## config.mk

```make
export PLATFORM = sky130hd
export DESIGN_NAME = spi_adc_responder
export DESIGN_NICKNAME = d
export VERILOG_FILES = /design/src/rtl/spi_adc_pkg.sv /design/src/rtl/spi_adc_ctrl.sv /design/src/rtl/spi_adc_datapath.sv /design/src/rtl/spi_adc_responder.sv
export SDC_FILE = /design/constraint.sdc
export NUM_CORES = 1
export LEC_CHECK = 0
export ABC_CLOCK_PERIOD_IN_PS = 2500
export CAP_MARGIN = 20
export CORE_UTILIZATION = 49
export CTS_CLUSTER_DIAMETER = 100
export DETAILED_ROUTE_END_ITERATION = 10
export PLACE_DENSITY = 0.77
export SLEW_MARGIN = 20
export SYNTH_ARGS = -nofsm -noshare
export SYNTH_HDL_FRONTEND = slang
export SYNTH_SLANG_ARGS = --single-unit
```

## constraint.sdc

```tcl
create_clock -name clk -period 2.5 [get_ports clk]
set_input_delay 0.75 -clock clk [delete_from_list [all_inputs] [get_ports clk]]
set_output_delay 0.75 -clock clk [all_outputs]
set_load 0.02 [all_outputs]
```

## src/rtl/spi_adc_pkg.sv

```systemverilog
package spi_adc_pkg;

  localparam int FRAME_WORDS = 4;
  localparam int IDX_W       = $clog2(FRAME_WORDS);

  // word positions inside a frame
  localparam logic [IDX_W-1:0] POS_CMD  = 2'd0;
  localparam logic [IDX_W-1:0] POS_ADDR = 2'd1;
  localparam logic [IDX_W-1:0] POS_DATA = 2'd2;
  localparam logic [IDX_W-1:0] POS_CRC  = 2'd3;

  // strobes from control to datapath
  typedef struct packed {
    logic             selActive;  // slave currently selected
    logic             loadTx;     // load next reply word into transmit shifter
    logic             shiftOut;   // advance transmit shifter one bit
    logic             shiftIn;    // capture one MOSI bit
    logic             inBit;      // the MOSI bit being captured
    logic             wordDone;   // this capture completes a word
    logic [IDX_W-1:0] wordIdx;    // current word position in frame
    logic             frameStart; // first word of a frame is being loaded
    logic             abort;      // frame broken off by early deselect
  } ctrl_strobe_t;

endpackage

```

## src/rtl/spi_adc_ctrl.sv

```systemverilog
module spi_adc_ctrl
  import spi_adc_pkg::*;
#(
  parameter int W = 16
) (
  input  logic         clk,
  input  logic         rstN,
  input  logic         modeSel,
  input  logic         sck,
  input  logic         selN,
  input  logic         mosi,
  output ctrl_strobe_t strb
);

  localparam int BW = $clog2(W);
  localparam logic [BW-1:0] LAST_BIT = BW'(W - 1);

  // two sync stages plus one history stage per pin
  logic [2:0] sckSync;
  logic [2:0] selSync;
  logic [2:0] mosiSync;

  always_ff @(posedge clk) begin
    if (!rstN) begin
      sckSync  <= {3{modeSel}};
      selSync  <= 3'b111;
      mosiSync <= 3'b000;
    end else begin
      sckSync  <= {sckSync[1:0], sck};
      selSync  <= {selSync[1:0], selN};
      mosiSync <= {mosiSync[1:0], mosi};
    end
  end

  logic sckRise, sckFall, selFallEdge, selRiseEdge, active;

  always_comb begin
    sckRise     = sckSync[1] & ~sckSync[2];
    sckFall     = ~sckSync[1] & sckSync[2];
    selFallEdge = selSync[2] & ~selSync[1];
    selRiseEdge = ~selSync[2] & selSync[1];
    active      = ~selSync[1];
  end

  logic [BW-1:0]    bitCnt;
  logic [IDX_W-1:0] wordIdx;
  logic             needLoad;

  logic loadTx, shiftOut, shiftIn, wordDone, abort, frameStart;

  always_comb begin
    loadTx     = active & ((~modeSel & selFallEdge) |
                           (modeSel & sckFall & needLoad));
    shiftOut   = active & sckFall & ~(modeSel & needLoad);
    shiftIn    = active & sckRise;
    wordDone   = shiftIn & (bitCnt == LAST_BIT);
    abort      = selRiseEdge & ((bitCnt != '0) | (modeSel & (wordIdx != POS_CMD)));
    frameStart = loadTx & (wordIdx == POS_CMD);
  end

  always_ff @(posedge clk) begin
    if (!rstN) begin
      bitCnt   <= '0;
      wordIdx  <= POS_CMD;
      needLoad <= 1'b0;
    end else if (selRiseEdge) begin
      bitCnt   <= '0;
      needLoad <= 1'b0;
      if (abort || modeSel) begin
        wordIdx <= POS_CMD;
      end
    end else if (selFallEdge && modeSel) begin
      bitCnt   <= '0;
      wordIdx  <= POS_CMD;
      needLoad <= 1'b1;
    end else begin
      if (loadTx) begin
        needLoad <= 1'b0;
      end
      if (shiftIn) begin
        if (wordDone) begin
          bitCnt   <= '0;
          wordIdx  <= wordIdx + 1'b1;
          needLoad <= modeSel;
        end else begin
          bitCnt <= bitCnt + 1'b1;
        end
      end
    end
  end

  always_comb begin
    strb.selActive  = active;
    strb.loadTx     = loadTx;
    strb.shiftOut   = shiftOut;
    strb.shiftIn    = shiftIn;
    strb.inBit      = mosiSync[1];
    strb.wordDone   = wordDone;
    strb.wordIdx    = wordIdx;
    strb.frameStart = frameStart;
    strb.abort      = abort;
  end

endmodule

```

## src/rtl/spi_adc_datapath.sv

```systemverilog
module spi_adc_datapath
  import spi_adc_pkg::*;
#(
  parameter int             W        = 16,
  parameter int             NCH      = 6,
  parameter logic [W-1:0]   CRC_POLY = 16'h1021,
  parameter logic [W-1:0]   CRC_INIT = 16'hFFFF
) (
  input  logic           clk,
  input  logic           rstN,
  input  ctrl_strobe_t   strb,
  input  logic [NCH*W-1:0] chanData,
  output logic           miso,
  output logic           frameErr
);

  function automatic logic [W-1:0] crcOf(input logic [W-1:0] d);
    logic [W-1:0] c;
    c = CRC_INIT;
    for (int i = W - 1; i >= 0; i--) begin
      if (c[W-1] ^ d[i]) c = (c << 1) ^ CRC_POLY;
      else               c = c << 1;
    end
    return c;
  endfunction

  logic [W-1:0] rxShift;
  logic [W-1:0] txShift;
  logic [W-1:0] dataLatch;

  logic [W-1:0] rxWord;
  logic         addrOk;
  logic [W-1:0] chanSel;
  logic [W-1:0] crcWord;
  logic [W-1:0] txNext;
  logic         addrDone;

  always_comb begin
    rxWord   = {rxShift[W-2:0], strb.inBit};
    addrOk   = rxWord < W'(NCH);
    addrDone = strb.wordDone & (strb.wordIdx == POS_ADDR);
  end

  // channel multiplexer
  always_comb begin
    chanSel = '0;
    for (int i = 0; i < NCH; i++) begin
      if (rxWord == W'(i)) chanSel = chanData[i*W +: W];
    end
  end

  always_comb begin
    crcWord = crcOf(dataLatch);
    unique case (strb.wordIdx)
      POS_DATA: txNext = dataLatch;
      POS_CRC:  txNext = crcWord;
      default:  txNext = '0;
    endcase
  end

  always_ff @(posedge clk) begin
    if (!rstN) begin
      rxShift   <= '0;
      dataLatch <= '0;
    end else if (strb.shiftIn) begin
      rxShift <= rxWord;
      if (addrDone) begin
        dataLatch <= addrOk ? chanSel : '0;
      end
    end
  end

  always_ff @(posedge clk) begin
    if (!rstN) begin
      txShift <= '0;
    end else if (strb.loadTx) begin
      txShift <= txNext;
    end else if (strb.shiftOut) begin
      txShift <= {txShift[W-2:0], 1'b0};
    end
  end

  always_ff @(posedge clk) begin
    if (!rstN) begin
      frameErr <= 1'b0;
    end else if (strb.abort || (addrDone && !addrOk)) begin
      frameErr <= 1'b1;
    end else if (strb.frameStart) begin
      frameErr <= 1'b0;
    end
  end

  assign miso = strb.selActive & txShift[W-1];

endmodule

```

## src/rtl/spi_adc_responder.sv

```systemverilog
module spi_adc_responder
  import spi_adc_pkg::*;
#(
  parameter int           WORD_W   = 16,
  parameter int           NUM_CH   = 6,
  parameter logic [15:0]  CRC_POLY = 16'h1021,
  parameter logic [15:0]  CRC_INIT = 16'hFFFF
) (
  input  logic                     clk,
  input  logic                     rstN,
  input  logic                     modeSel,
  input  logic                     sck,
  input  logic                     selN,
  input  logic                     mosi,
  input  logic [NUM_CH*WORD_W-1:0] chanData,
  output logic                     miso,
  output logic                     frameErr
);

  ctrl_strobe_t strb;

  spi_adc_ctrl #(
    .W(WORD_W)
  ) u_ctrl (
    .clk     (clk),
    .rstN    (rstN),
    .modeSel (modeSel),
    .sck     (sck),
    .selN    (selN),
    .mosi    (mosi),
    .strb    (strb)
  );

  spi_adc_datapath #(
    .W        (WORD_W),
    .NCH      (NUM_CH),
    .CRC_POLY (WORD_W'(CRC_POLY)),
    .CRC_INIT (WORD_W'(CRC_INIT))
  ) u_dp (
    .clk      (clk),
    .rstN     (rstN),
    .strb     (strb),
    .chanData (chanData),
    .miso     (miso),
    .frameErr (frameErr)
  );

endmodule

```

Word level (Yosys, flattened, before mapping)
Cells that the tools add are included.
{"block": "word_totals", "regBits": 63, "latch_bits": 0, "mem_bits_rw": 0, "mem_bits_ro": 0, "inputBits": 102, "output_inout_bits": 2, "word_cells": 136, "mem_count": 0}
{"block": "classes", "addsub": 2, "n_mul": 0, "div_mod_pow": 0, "order_cmp": 1, "n_eq_ne": 10, "shifts": 0, "muxes": 39, "bitwise": 57, "n_reduce_logical": 17}
{"cell": "13-bit 2-to-1 mux", "count": 16}
{"cell": "16-bit 2-to-1 mux", "count": 9}
{"cell": "3-bit inverter", "count": 15}
{"cell": "16-bit by 2-bit == test with 1-bit output, second input constant", "count": 2}
{"cell": "16-bit by 3-bit == test with 1-bit output, second input constant", "count": 2}
{"cell": "16-bit one-hot mux with 2 select lines", "count": 1}
{"cell": "1-bit bitwise AND", "count": 18}
{"cell": "16-bit by 1-bit == test with 1-bit output, second input constant", "count": 1}
{"cell": "16-bit logical NOT", "count": 1}
{"cell": "16-bit by 3-bit less-than comparator with 1-bit output, second input constant", "count": 1}
{"cell": "1-bit XOR", "count": 12}
{"cell": "2-bit 2-to-1 mux", "count": 5}
{"cell": "1-bit inverter", "count": 7}
{"cell": "1-bit 2-to-1 mux", "count": 6}
{"cell": "2-bit nonzero test", "count": 3}
{"cell": "3-bit nonzero test", "count": 2}
{"cell": "4-bit by 1-bit adder with 4-bit output, second input constant", "count": 1}
{"cell": "2-bit == test, second input constant", "count": 2}
{"cell": "4-bit == test, second input constant", "count": 1}
{"cell": "4-bit 2-to-1 mux", "count": 1}
{"cell": "4-bit nonzero test", "count": 1}
{"cell": "3-bit 2-to-1 mux", "count": 1}
{"cell": "3-bit AND reduction", "count": 1}
{"cell": "3-bit OR reduction", "count": 1}
{"cell": "11 further kinds", "count": 16}

Depth between registers and ports, before layout
{"block": "depth", "word_depth": 33, "mapped_depth": 8, "mapped_depth_nobuf": 6}

Modules after synthesis
From an unflattened synthesis, not the netlist that was laid out.
{"block": "unflattened", "hier_cells": 473, "area_unflattened_um2": 4315.4}
{"module": "spi_adc_datapath", "instances": 1, "cells_each": 386, "area_each_um2": 3520.9, "seq_area_each_um2": 960.9}
{"module": "spi_adc_ctrl", "instances": 1, "cells_each": 87, "area_each_um2": 794.5, "seq_area_each_um2": 300.3}

Worst setup path before layout
Ideal clock, no wire load.
{"block": "synth_timing", "path_kind": "in2reg", "start": "input modeSel", "end": "register u_dp.txShift[0]", "setup_time_ns": 0.131, "arrival_time_ns": 1.886, "required_ns": 2.369, "slack_ns": 0.483, "cell_stages": 7, "n_path_buf": 2, "path_cell_list": "clkbuf_1 > nand2b_1 > a21oi_1 > nor2_1 > clkbuf_1 > nand2_1 > o31ai_1"}
{"block": "synth_between", "elab_chain_cells": 5, "elab_cells_between_ends": 11, "classes_between": "mux (1); bitwise (9); reduce/logical (1)"}
{"element": "start, declared", "line_no": "spi_adc_responder.sv:11", "rtl": "input logic modeSel,"}
{"element": "1-bit bitwise AND or 1-bit inverter (tied branches)", "line_no": "spi_adc_ctrl.sv:53, spi_adc_ctrl.sv:52"}
{"element": "1-bit bitwise AND (on tied branches)", "line_no": "spi_adc_ctrl.sv:53, spi_adc_ctrl.sv:52"}
{"element": "1-bit OR", "line_no": "spi_adc_ctrl.sv:52", "rtl": "loadTx = active & ((~modeSel & selFallEdge) |"}
{"element": "1-bit bitwise AND", "line_no": "spi_adc_ctrl.sv:52"}
{"element": "16-bit 2-to-1 mux or 2-bit nonzero test (tied branches)"}
{"element": "end signal, assigned", "line_no": "spi_adc_datapath.sv:77", "rtl": "txShift <= txNext;"}
{"element": "end signal, assigned", "line_no": "spi_adc_datapath.sv:79", "rtl": "txShift <= {txShift[W-2:0], 1'b0};"}
{"element": "end, declared", "line_no": "spi_adc_datapath.sv:28", "rtl": "logic [W-1:0] txShift;"}
Parallel ways exist; a longest one is shown, timed or not.
A chain may end at the register's enable or synchronous reset.

Worst setup path in the final report
{"block": "layout_timing", "start": "register u_ctrl.selSync[1]", "end": "output miso"}
{"block": "layout_between", "elab_chain_cells": 2}
{"element": "start, declared", "line_no": "spi_adc_ctrl.sv:20", "rtl": "logic [2:0] selSync;"}
{"element": "start signal, assigned", "line_no": "spi_adc_ctrl.sv:30", "rtl": "selSync <= {selSync[1:0], selN};"}
{"element": "1-bit inverter", "line_no": "spi_adc_ctrl.sv:42", "rtl": "active = ~selSync[1];"}
{"element": "1-bit bitwise AND", "line_no": "spi_adc_datapath.sv:93", "rtl": "assign miso = strb.selActive & txShift[W-1];"}
{"element": "end, declared", "line_no": "spi_adc_responder.sv:16", "rtl": "output logic miso,"}
No other way between the ends.

==> results by stage <==
Run status:
- The run finished with clean final reports.

Worst setup path:
- For this run, the slowest stage of the critical path takes 0.56 ns.
- STA puts the critical path data arrival time at 1.53 ns.
- The endpoint required time on the critical path is 1.75 ns.
- In this run the critical register-to-register path is launched from u_dp.rxShift[9].
- The startpoint type of the worst setup path is a flip-flop.
- The classification of the worst setup path is reg -> out.
- The largest driver fanout on the critical path is 11.
- The critical path startpoint is u_ctrl.selSync[1].
- Traced cell by cell, the critical path runs through nor2b_1, clkdlybuf4s50_1.
- The slowest stage cell on the critical path is sky130_fd_sc_hd__dfxtp_1.
- The worst setup path is captured at a primary output.

Die:
- The height of the die is 90.7 µm.
- The floorplan has 31 rows.
- Once the floorplan was initialized, standard cells occupied 51.8% of the core.
- The core area is 7450 µm².
- During I/O placement, the number of pins put on the boundary was 104.
- The die is 90.7 µm wide.
- The die covers 8230 µm².

Global routing:
- The via count of the first global-routing pass is 3733.
- The total routing resource utilization after global routing is 27.4%.
- The first global-routing pass estimated 18100 µm of wire.
- Entering global routing, the biggest net connects 33 pins.
- The initial antenna violation count is 0.
- The total congestion overflow after global routing is 0.

Yosys:
- The synthesized netlist devotes 19.6% of its cell area to simple gates.
- The synthesized-area fraction occupied by ao, oa, aoi and oai cells is 25.8%.
- By area the synthesized netlist is led by sky130_fd_sc_hd__dfxtp_1, sky130_fd_sc_hd__nand2_1, sky130_fd_sc_hd__xnor2_1.
- Summing the sequential cell areas from Yosys gives 32.7% of the chip area.
- The share of synthesized area in the top cell type comes to 32.7%.
- The synthesized netlist occupies a cell area of 3860 µm².
- The async set-reset flop share out of synthesis is 0%.
- The combinational family with the most area after synthesis is compound AO/OA/AOI/OAI gates.
- The most used flip-flop cell after synthesis is sky130_fd_sc_hd__dfxtp_1.
- sky130_fd_sc_hd__dfxtp_1 takes more of the synthesized area than any other cell.
- The number of nets in the synthesized netlist is 590.
- The netlist uses 46 different library cells.
- Synthesis produced a netlist whose cell count is 482.
- The number of flops mapped to enable cells by yosys is 0.
- The Yosys step of the flow raised 0 warnings.
- Of the total synthesized cell area, the portion taken by XOR and XNOR cells is 9.60%.
- The post-synthesis register bit count is 63.
- Each instance of the synthesized netlist takes up on average 8.01 µm².
- After Yosys synthesis, full adders, half adders and majority gates account for 1.95% of the synthesized area.
- The mux share of post-synthesis cell area is 5.32%.

CTS:
- After clock tree synthesis, the setup repair step added 0 buffers.
- The longest clock path from root to sink contains 2 buffers.
- Once the clock tree was built, the resizer swapped 0 gates to a different size.
- TritonCTS built the clock tree.
- The number of buffers inserted by hold repair at cts is 0.
- The TritonCTS buffer count is 9.
- Counting every sink on the clock net gives 63.
- After clock tree synthesis, the clock-pin slew on the worst setup and hold paths is 0.08 ns.
- At the later pin of the worst-skew pair, clock insertion delay measures 0.35 ns.
- CTS placed an instance of sky130_fd_sc_hd__clkbuf_8 at the clock tree root.
- The H-tree was split into 3 levels.

Finish:
- The total number of nets in the final design is 680.
- The number of antenna diodes is 0.
- From synthesis to final layout, the design area changed by 33.6%.
- The share of the core filled with cells in the final layout is 69.2%.
- The post-route netlist has 7.11% of its cells at a drive strength greater than 1.
- The final non-filler cell total is 676.

Timing:
- The clock tree skew after final layout is 0.0101 ns.
- The pin slew with the least headroom to its limit is 0.791 ns.
- The final hold violation count was 0.
- The worst slew margin relative to its limit is 47.3%.
- In the final timing run, aggregate negative setup slack is 0 ns.
- Setup repair after global routing left no endpoint under its margin.
- The setup violation total in the final timing report is 0.
- The max-slew violation total from the final report is 0.
- The time the worst path needs with I/O delays and setup is 2.28 ns.
- The upper clock frequency limit is 438 MHz.
- The fraction of the cycle the final worst path needs is 91.3%.

Flow run:
- Max-cap violations in this run came to 0.

Placed design:
- The final estimated routing congestion in global placement is 0.872.
- The HPWL after detailed placement is 8360 µm.
- The number of input and output port buffers inserted is 103.
- The total placed cells including tap cells is 660.

Detailed routing:
- Summing over every cut layer, the via total after detailed routing is 3831.
- The routed design has 10900 µm of wire.
- After detailed routing, the average wire length per cell comes to 16.2 µm.
- The number of violations reported at the end of detailed-routing iteration 0 is 213.
- The pre-antenna-repair detailed-routing pass consisted of 4 iterations.
- Using the TritonRoute via totals, the vias-per-cell ratio works out to 5.67.
- For this run, design rule violations remaining after detail routing come to 0.
- The count of nets left with antenna violations once routing finished came out at 0.

Power:
- The worst supply voltage drop on vdd is 0.000252 V.
- In this run the power density over the cells is 422 nW/µm².
- The leakage power is 0.00184 µW.

Hold path:
- The startpoint identified for the worst hold timing path is u_ctrl.selSync[0].
- The path category of the worst min-delay check is reg -> reg.
area by class of cell:
cell class	instances	area, µm²
clock buffer	10	138
multi-input combinational	371	2400
tap	99	124
timing repair buffer	120	1160
clock inverter	6	45.0
sequential	63	1260
inverter	7	26.3
fill	624	2290
metal layers:
layer	track usage (%)	vias up	share of wire (%)
li1	-	1895	-
met1	35.7	1824	44
met2	45.5	94	50
met3	4.97	18	4.1
met4	9.14	0	1.9
met5	0	-	0
critical path, delay by kind of cell (launching register included):
family / cells / cell delay, ns
DFF: 1 / 0.56
and+or+nand+nor: 1 / 0.08
buffers and inverters: 1 / 0.54
sequential cells by signal, summed over array words and instances (netlist names):
name	flops
u_dp.txShift	16
u_ctrl.needLoad	1
u_dp.frameErr	1
u_ctrl.mosiSync	2
u_ctrl.bitCnt	4
u_ctrl.sckSync	3
u_dp.rxShift	15
u_ctrl.wordIdx	2
u_dp.dataLatch	16
u_ctrl.selSync	3
power breakdown:
part           internal (µW)  switching, µW
registers               1020           16.9
logic                    207            110
clock network            389            434
cell usage in the layout (no fill, tap or decap), types with 3 or more instances in the layout:
cell / n
sky130_fd_sc_hd__clkdlybuf4s50_1: 103
sky130_fd_sc_hd__nand2_1: 80
sky130_fd_sc_hd__dfxtp_1: 62
sky130_fd_sc_hd__nor2_1: 42
sky130_fd_sc_hd__a21oi_1: 35
sky130_fd_sc_hd__xnor2_1: 23
sky130_fd_sc_hd__o21ai_0: 22
sky130_fd_sc_hd__buf_4: 17
sky130_fd_sc_hd__mux2i_1: 16
sky130_fd_sc_hd__o31ai_1: 16
sky130_fd_sc_hd__o221ai_1: 15
sky130_fd_sc_hd__o21a_1: 15
sky130_fd_sc_hd__o22a_1: 15
sky130_fd_sc_hd__a221oi_1: 10
sky130_fd_sc_hd__clkbuf_8: 10
sky130_fd_sc_hd__nand2b_1: 9
sky130_fd_sc_hd__xor2_1: 9
sky130_fd_sc_hd__inv_1: 7
sky130_fd_sc_hd__a21o_1: 6
sky130_fd_sc_hd__ha_1: 6
sky130_fd_sc_hd__nor2b_1: 4
sky130_fd_sc_hd__nor3_1: 4
sky130_fd_sc_hd__nand4_1: 4
sky130_fd_sc_hd__or3_1: 4
sky130_fd_sc_hd__xnor3_1: 4
sky130_fd_sc_hd__nor3b_1: 4
sky130_fd_sc_hd__o211ai_1: 3
sky130_fd_sc_hd__nand3_1: 3
sky130_fd_sc_hd__clkinvlp_4: 3
stage by stage:
stage / setup slack (ns) / area [µm²] / hold WS, ns / total power [µW]
finish: 0.218 / 5160 / 0.424 / 2180
global route: 0.134 / 5160 / 0.438 / 2250
CTS: 0.208 / 5160 / 0.423 / 2180
detailed placement: 0.0929 / 4970 / 0.398 / 1370
global placement: 0.174 / 4970 / 0.389 / 1370
floorplan: 0.483 / 3860 / 0.386 / 1170
cells in the mapped netlist (2+ instances only):
| master | n |
|---|---|
| sky130_fd_sc_hd__nand2_1 | 80 |
| sky130_fd_sc_hd__dfxtp_1 | 63 |
| sky130_fd_sc_hd__nor2_1 | 42 |
| sky130_fd_sc_hd__a21oi_1 | 35 |
| sky130_fd_sc_hd__clkbuf_1 | 35 |
| sky130_fd_sc_hd__xnor2_1 | 23 |
| sky130_fd_sc_hd__o21ai_0 | 22 |
| sky130_fd_sc_hd__mux2i_1 | 16 |
| sky130_fd_sc_hd__o31ai_1 | 16 |
| sky130_fd_sc_hd__o21a_1 | 15 |
| sky130_fd_sc_hd__o221ai_1 | 15 |
| sky130_fd_sc_hd__o22a_1 | 15 |
| sky130_fd_sc_hd__a221oi_1 | 10 |
| sky130_fd_sc_hd__nand2b_1 | 9 |
| sky130_fd_sc_hd__xor2_1 | 9 |
| sky130_fd_sc_hd__inv_1 | 7 |
| sky130_fd_sc_hd__a21o_1 | 6 |
| sky130_fd_sc_hd__ha_1 | 6 |
| sky130_fd_sc_hd__nand4_1 | 4 |
| sky130_fd_sc_hd__nor2b_1 | 4 |
| sky130_fd_sc_hd__nor3_1 | 4 |
| sky130_fd_sc_hd__nor3b_1 | 4 |
| sky130_fd_sc_hd__or3_1 | 4 |
| sky130_fd_sc_hd__xnor3_1 | 4 |
| sky130_fd_sc_hd__buf_2 | 3 |
| sky130_fd_sc_hd__nand3_1 | 3 |
| sky130_fd_sc_hd__o211ai_1 | 3 |
| sky130_fd_sc_hd__a2111oi_0 | 2 |
| sky130_fd_sc_hd__a211oi_1 | 2 |
| sky130_fd_sc_hd__and2_1 | 2 |
| sky130_fd_sc_hd__mux2_2 | 2 |
| sky130_fd_sc_hd__nand3b_1 | 2 |
| sky130_fd_sc_hd__nor4_2 | 2 |
path summary, 6_finish.rpt:
path	endpoint	slack, ns	cells after the start
worst max register to register	u_dp.dataLatch[15]	0.36	5
worst max-delay path	miso	0.22	2
worst min-delay path	u_ctrl.selSync[1]	0.42	1
worst min register to register	u_ctrl.selSync[1]	0.42	1
kinds of logic (layout without fill, tap and decap cells):
| kind of cell | Yosys count | after routing |
|---|---|---|
| AOI/OAI and AO/OA | 144 | 144 |
| adders and majority gates | 6 | 6 |
| buffers and inverters | 48 | 143 |
| muxes | 19 | 19 |
| DFF | 63 | 63 |
| xor gates and xnor gates | 36 | 36 |
| and+or+nand+nor | 166 | 166 |
Power figures use the tool's default switching activity.
